--- src/rtl/dpa_pkg.sv ---
package dpa_pkg;
    typedef enum logic [1:0] {
        SEL_CTRL = 2'd0,
        SEL_PTR  = 2'd1,
        SEL_DATA = 2'd2,
        SEL_NONE = 2'd3
    } dpa_sel_e;

    typedef enum logic [1:0] {
        SRC_ZERO = 2'd0,
        SRC_HOLD = 2'd1,
        SRC_RAM  = 2'd2
    } dpa_src_e;
endpackage

--- src/rtl/dpa_regs.sv ---
module dpa_regs #(
    parameter int AW = 8,
    parameter int DW = 8
) (
    input  logic          clk,
    input  logic          rst_n,
    input  logic          wr_ctrl,
    input  logic          wr_ptr,
    input  logic [DW-1:0] wdata,
    input  logic          step,
    output logic          acc,
    output logic [AW-1:0] ptr
);
    typedef struct packed {
        logic          acc;
        logic [AW-1:0] ptr;
    } regs_t;

    regs_t st_d, st_q;

    always_comb begin
        st_d = st_q;
        if (wr_ctrl) begin
            st_d.acc = wdata[0];
        end
        if (wr_ptr) begin
            st_d.ptr = wdata[AW-1:0];
        end else if (step) begin
            // natural modulo-2^AW wrap
            st_d.ptr = st_q.ptr + 1'b1;
        end
    end

    always_ff @(posedge clk) begin
        if (!rst_n) begin
            st_q <= '0;
        end else begin
            st_q <= st_d;
        end
    end

    assign acc = st_q.acc;
    assign ptr = st_q.ptr;
endmodule

--- src/rtl/dpa_port.sv ---
module dpa_port
    import dpa_pkg::*;
(
    input  logic     usb_en,
    input  logic     acc,
    input  dpa_sel_e sel,
    input  logic     wr,
    input  logic     rd,
    output logic     active,
    output logic     ram_en,
    output logic     ram_we,
    output logic     step
);
    logic data_hit;

    always_comb begin
        active   = acc && !usb_en;
        data_hit = (sel == SEL_DATA) && (wr || rd);
        ram_en   = active && data_hit;
        ram_we   = ram_en && wr;
        step     = ram_en;
    end
endmodule

--- src/rtl/dpa_rdmux.sv ---
module dpa_rdmux
    import dpa_pkg::*;
#(
    parameter int AW = 8,
    parameter int DW = 8
) (
    input  logic          clk,
    input  logic          rst_n,
    input  logic          rd,
    input  dpa_sel_e      sel,
    input  logic          active,
    input  logic          acc,
    input  logic [AW-1:0] ptr,
    input  logic [DW-1:0] ram_rdata,
    output logic [DW-1:0] rdata
);
    typedef struct packed {
        dpa_src_e      src;
        logic [DW-1:0] hold;
    } rd_t;

    rd_t st_d, st_q;

    always_comb begin
        st_d = st_q;
        if (rd) begin
            st_d.hold = '0;
            st_d.src  = SRC_ZERO;
            unique case (sel)
                SEL_CTRL: begin
                    st_d.src     = SRC_HOLD;
                    st_d.hold[0] = acc;
                end
                SEL_PTR: begin
                    st_d.src          = SRC_HOLD;
                    st_d.hold[AW-1:0] = ptr;
                end
                SEL_DATA: begin
                    st_d.src = active ? SRC_RAM : SRC_ZERO;
                end
                default: begin
                    st_d.src = SRC_ZERO;
                end
            endcase
        end
    end

    always_ff @(posedge clk) begin
        if (!rst_n) begin
            st_q <= '{src: SRC_ZERO, hold: '0};
        end else begin
            st_q <= st_d;
        end
    end

    always_comb begin
        unique case (st_q.src)
            SRC_HOLD: rdata = st_q.hold;
            SRC_RAM:  rdata = ram_rdata;
            default:  rdata = '0;
        endcase
    end
endmodule

--- src/rtl/dpa_direct_port.sv ---
module dpa_direct_port
    import dpa_pkg::*;
#(
    parameter int AW = 8,
    parameter int DW = 8
) (
    input  logic          clk,
    input  logic          rst_n,
    input  logic          usb_en,
    input  logic [1:0]    cpu_sel,
    input  logic          cpu_wr,
    input  logic          cpu_rd,
    input  logic [DW-1:0] cpu_wdata,
    output logic [DW-1:0] cpu_rdata,
    output logic          ram_en,
    output logic          ram_we,
    output logic [AW-1:0] ram_addr,
    output logic [DW-1:0] ram_wdata,
    input  logic [DW-1:0] ram_rdata
);
    dpa_sel_e      sel;
    logic          acc;
    logic [AW-1:0] ptr;
    logic          active;
    logic          step;
    logic          wr_ctrl;
    logic          wr_ptr;

    always_comb begin
        sel     = dpa_sel_e'(cpu_sel);
        wr_ctrl = cpu_wr && (sel == SEL_CTRL);
        wr_ptr  = cpu_wr && (sel == SEL_PTR);
    end

    dpa_regs #(.AW(AW), .DW(DW)) u_regs (
        .clk     (clk),
        .rst_n   (rst_n),
        .wr_ctrl (wr_ctrl),
        .wr_ptr  (wr_ptr),
        .wdata   (cpu_wdata),
        .step    (step),
        .acc     (acc),
        .ptr     (ptr)
    );

    dpa_port u_port (
        .usb_en (usb_en),
        .acc    (acc),
        .sel    (sel),
        .wr     (cpu_wr),
        .rd     (cpu_rd),
        .active (active),
        .ram_en (ram_en),
        .ram_we (ram_we),
        .step   (step)
    );

    dpa_rdmux #(.AW(AW), .DW(DW)) u_rdmux (
        .clk       (clk),
        .rst_n     (rst_n),
        .rd        (cpu_rd),
        .sel       (sel),
        .active    (active),
        .acc       (acc),
        .ptr       (ptr),
        .ram_rdata (ram_rdata),
        .rdata     (cpu_rdata)
    );

    assign ram_addr  = ptr;
    assign ram_wdata = cpu_wdata;
endmodule

--- config.mk ---
export PLATFORM = sky130hd
export DESIGN_NAME = dpa_direct_port
export DESIGN_NICKNAME = d
export VERILOG_FILES = /design/src/rtl/dpa_pkg.sv /design/src/rtl/dpa_regs.sv /design/src/rtl/dpa_port.sv /design/src/rtl/dpa_rdmux.sv /design/src/rtl/dpa_direct_port.sv
export SDC_FILE = /design/constraint.sdc
export NUM_CORES = 1
export LEC_CHECK = 0
export CORE_MARGIN = 10
export CORE_UTILIZATION = 37
export DETAILED_ROUTE_END_ITERATION = 12
export PLACE_DENSITY = 0.75
export SLEW_MARGIN = 0
export SYNTH_ARGS = -nofsm -noshare
export SYNTH_HDL_FRONTEND = slang
export SYNTH_SLANG_ARGS = --single-unit
export TNS_END_PERCENT = 50
--- constraint.sdc ---
create_clock -name clk -period 1.3 [get_ports clk]
set_input_delay 0.13 -clock clk [delete_from_list [all_inputs] [get_ports clk]]
set_output_delay 0.13 -clock clk [all_outputs]
set_load 0.005 [all_outputs]
# Word level (Yosys, flattened, before mapping)
# Index checks and enable logic that the tools add are counted.
[op_classes]
addsub = 1
eq_ne = 4
mux = 7
n_reduce_logical = 11
[op_table]
columns = ["operator", "count"]
rows = [
  ["$mux 8", 2],
  ["$pmux 8 s2", 1],
  ["$add 8x1->8 const B", 1],
  ["$mux 7", 1],
  ["$logic_and 1x1->1", 6],
  ["$eq 2x1->1 const B", 2],
  ["$eq 2x2->1 const B", 2],
  ["$pmux 2 s2", 1],
  ["$logic_not 2->1", 1],
  ["$mux 2", 1],
  ["$pmux 1 s2", 1],
  ["$reduce_bool 2->1", 1],
  ["$reduce_or 2->1", 1],
  ["$logic_not 1->1", 1],
  ["$logic_or 1x1->1", 1],
]
[word_totals]
register_bits = 19
in_bits = 23

# Depth between registers and ports, before layout
[logic_depth]
word_depth = 5
mapped_depth = 6

# Cells and area by module
# Synthesis repeated with hierarchy kept, for this count alone.
[hier_totals]
hier_cells = 141
area_unflattened_um2 = 1213.7
[by_module_without_submodules]
columns = ["mod", "n_inst", "cells_per_inst", "area_each_um2", "seq_area_each_um2"]
rows = [
  ["dpa_rdmux", 1, 67, 589.3, 200.2],
  ["dpa_regs", 1, 59, 501.7, 180.2],
  ["dpa_direct_port", 1, 10, 81.3, 0.0],
  ["dpa_port", 1, 5, 41.3, 0.0],
]

# Worst setup path before layout
# OpenSTA, ideal clock, no wires.
[synth_path]
path_type = "flip-flop to flip-flop"
start = "register u_regs.st_q, in the netlist u_regs.ptr[2]"
end = "register u_regs.st_q, in the netlist u_regs.ptr[7]"
setup_ns = 0.074
arrival_ns = 1.144
setup_slack_ns = 0.082
path_stages_with_launch = 5
synth_period_minus_slack_ns = 1.218
cell_sequence = "dfxtp_1 and3_1 nand3_1 or3_1 a31oi_1"
[synth_via]
elab_chain_cells = 3
[synth_rtl]
columns = ["item", "line", "source"]
rows = [
  ["start, declared", "dpa_regs.sv:19", "regs_t st_d, st_q;"],
  ["start signal, assigned", "dpa_regs.sv:38", "st_q <= st_d;"],
  ["$add 8x1->8", "dpa_regs.sv:30", "st_d.ptr = st_q.ptr + 1'b1;"],
  ["$mux 8", "dpa_regs.sv:28", "end else if (step) begin"],
  ["$mux 8", "dpa_regs.sv:26", "if (wr_ptr) begin"],
]
# Every way passes these cells. The select of a mux whose other input is x is not followed.
# A chain may end at the register's enable or synchronous reset.

# Worst setup path after layout
[layout_path]
start = "register u_rdmux.st_q[8] (netlist bit)"
end = "output cpu_rdata[2]"
[layout_via]
elab_chain_cells = 2
[layout_rtl]
columns = ["item", "line", "source"]
rows = [
  ["start, declared", "dpa_rdmux.sv:22", "rd_t st_d, st_q;"],
  ["start signal, assigned", "dpa_rdmux.sv:50", "st_q <= '{src: SRC_ZERO, hold: '0};"],
  ["start signal, assigned", "dpa_rdmux.sv:52", "st_q <= st_d;"],
  ["$eq 2x2->1 / $eq 2x1->1 (equally long branches)", "dpa_rdmux.sv:57", "unique case (st_q.src)"],
  ["$pmux 8 s2 *", "dpa_rdmux.sv:57", ""],
  ["end, declared", "dpa_direct_port.sv:14", "output logic [DW-1:0] cpu_rdata,"],
]
# Every way passes the cells marked *; elsewhere a longest branch is shown, timed or not.

==> results.cfg <==
[logic_synthesis]
synth_top_area_share = 0.347
async_flop_share = 0
synth_edf_count = 0
yosys.area.top_type = dfxtp_1
synth_nets = 159
ys_types = 32
yosysMostFrequentCell = dfxtp_1
synthesis.area_um2 = 1100
syn_inst = 133
synth_ff_type = dfxtp_1
synth_warnings = 0
yosys-top-cells-count = 19 x dfxtp_1, 13 x nor2_1, 11 x o21ai_0
seq_area_frac_synth = 0.347
ys_ff_latch = 19
synth.avg_cell_area_um2 = 8.25
synth_area_leaders = dfxtp_1 35%, a22oi_1 5.5%, buf_4 5.5%

[placement]
hpwl_mm = 2.60
gp_congestion = 0.776
io_buffers = 48
dpl-instance-area_um2 = 1690

[sta]
timing.final.hold_violations = 0
drv_slew = 0
setup-violations-final = 8
worstMarginPinSlew_ns = 0.420
relSlewSlack = 0.717
finalWorstSetupSlack_ns = -0.199
finalSetupTns_ns = -1.13
skew_ns = 0.000605
period_needed_ns = 1.50
finalCritPeriodShare = 1.15
rsz0062_at_grt = yes
fmax_mhz = 667
hold_ws_ns = 0.368

[clock_network]
htreeDepth = 1
clock_sinks = 19
clkSlewWorstSetupHoldPaths_ns = 0.11
clockBufferDepth = 2
cts_buffers = 3
cts-root-buf = clkbuf_4
insertion_delay_ns = 0.30
cts_tree = done

[finish]
regArea_um2 = 404
utilization = 0.647
nets = 224
drive_gt1_frac = 0.340
area_growth_pct = 65.5
multiInputGateArea_um2 = 688
diodes = 0
stdcell_area_um2 = 1820
fillers = 252

[pwr]
internal-power_uw = 881
p_leak_uw = 0.000746
p_switching_uw = 308
p_clk_frac = 0.252
power_frac_comb = 0.228
seqPwrFrac = 0.520
ir_drop_v = 0.000634
power_density_nw_per_um2 = 655
power.share.switching = 0.259

[drt]
drt.antenna.violating_nets = 0
routed_wl_mm = 3.45
drc_errors = 0
via_per_inst = 5.17
vias = 1179
wl_per_cell_um = 15.1
dr.pass1.iters = 4
drtIter0Drc = 27

[worst_setup_path]
start_kind = flip-flop
critical_path.max_fanout = 8
cp-end-kind = output pin
rrSetupSlack_ns = 0.01
path_class = reg2out
r2r_end = u_regs.ptr[4]
crit-reg2reg-launch = u_regs.ptr[1]
crit_arrival_ns = 1.37
endpoint = cpu_rdata[2]
critPathLaunch = u_rdmux.st_q[8]
crit_required_ns = 1.17
r2r_cells = 5

[grt]
grtUsageTotal = 0.129
overflow = 0
antenna_found_initial = 0
grt_pass1_vias = 1244
met3_usage = 0.0665
grt_use_met1 = 0.130
busiest_layer = met2
grt_pass1_wl_mm = 5.78
grt_use_met2 = 0.224
grt_start_max_net_pins = 20

[floorplanning]
core_area_um2 = 2810
io_pins = 49
die-width_um = 74.5
dieArea_um2 = 5540
initial_utilization = 0.391
rows = 19
die_y_um = 74.5

[flow_run]
drv_cap = 0

[run_status]
violations = setup timing
status = finished, violations left

[hold_path]
hold_class = in2reg
-- registers in the layout, indices dropped and copies added (netlist names) --
signal and flops:
u_rdmux.st_q 10, u_regs.ptr 8, u_regs.acc 1
-- repair_timing --
action | in CTS | in global routing
resized for setup | 81 | 5
endpoints found under the setup margin | 20 | 15
endpoints found under the hold margin | 0 | 0
pin swaps | 10 | 5
buffers inserted | 6 | 0
hold buffers | 0 | 0
-- routing by layer --
layer  wire length (um)  vias to the layer above
li1                   -                      594
met3                459                        6
met1               1340                      522
met2               1600                       57
met4                 47                        0
met5                  0                        -
-- worst min path at each step --
stage	from	to	slack, ns	cells past startpoint
final	cpu_sel[0]	u_regs.acc	0.37	4
after CTS	cpu_sel[0]	u_regs.acc	0.36	4
after detailed placement	u_rdmux.st_q[7]	u_rdmux.st_q[7]	0.47	2
after global routing	cpu_sel[0]	u_regs.acc	0.41	4
after global placement	u_rdmux.st_q[4]	u_rdmux.st_q[4]	0.47	2
after floorplan	rst_n	u_regs.ptr[7]	0.27	2
-- critical path, cell delays in order (launching register included) --
cell and delay [ns]:
dfxtp_4 0.36, buf_4 0.14, ha_4 0.19, a22oi_2 0.18, nor2_1 0.07, buf_2 0.13
-- final cells by class --
type,count,area share
clock buffer,3,0.0124
inverter,2,0.00414
multi-input combinational,96,0.379
tap,31,0.0214
timing repair buffer,76,0.358
sequential,19,0.223
clock inverter,1,0.00276
-- logic make-up after synthesis --
family,Yosys count,synth area share
AO/OA/AOI/OAI,37,0.220
XOR/XNOR,4,0.0319
adder cells (fa/ha/maj),3,0.0342
buffers and inverters,18,0.0924
flip-flops,19,0.347
multiplexers,5,0.0468
AND/OR/NAND/NOR,47,0.228
-- placed cells by master (no fill, tap or decap), drive strengths merged, types with 3 or more instances in the layout --
cell           netlist  routed
a21boi               7       7
a21oi                6       6
a22oi                8       8
and2                 3       3
buf                 12      38
clkbuf               4       3
clkdlybuf4s50        0      27
dfxtp               19      19
dlygate4sd2          0      10
ha                   3       3
mux2i                4       4
nand2                4       4
nand2b               7       7
nand3               10      10
nor2                13      13
nor2b                3       3
o21ai               11      11
xnor2                3       3
-- per-stage QoR --
step	cells	worst slack [ns]	total power [uW]
after global placement	218	-0.346	891
after detailed placement	218	-0.361	896
after floorplan	133	0.0819	728
after global routing	228	-0.264	1250
after CTS	228	-0.160	1210
final	228	-0.199	1190
-- power groups by stage --
stage | clock network [uW] | logic (uW) | registers, uW
after global placement | 0 | 258 | 633
after global routing | 329 | 298 | 622
final | 300 | 271 | 619
after detailed placement | 0 | 263 | 634
after CTS | 317 | 272 | 619
after floorplan | 0 | 96.4 | 632
(Power assumes the default switching activity.)
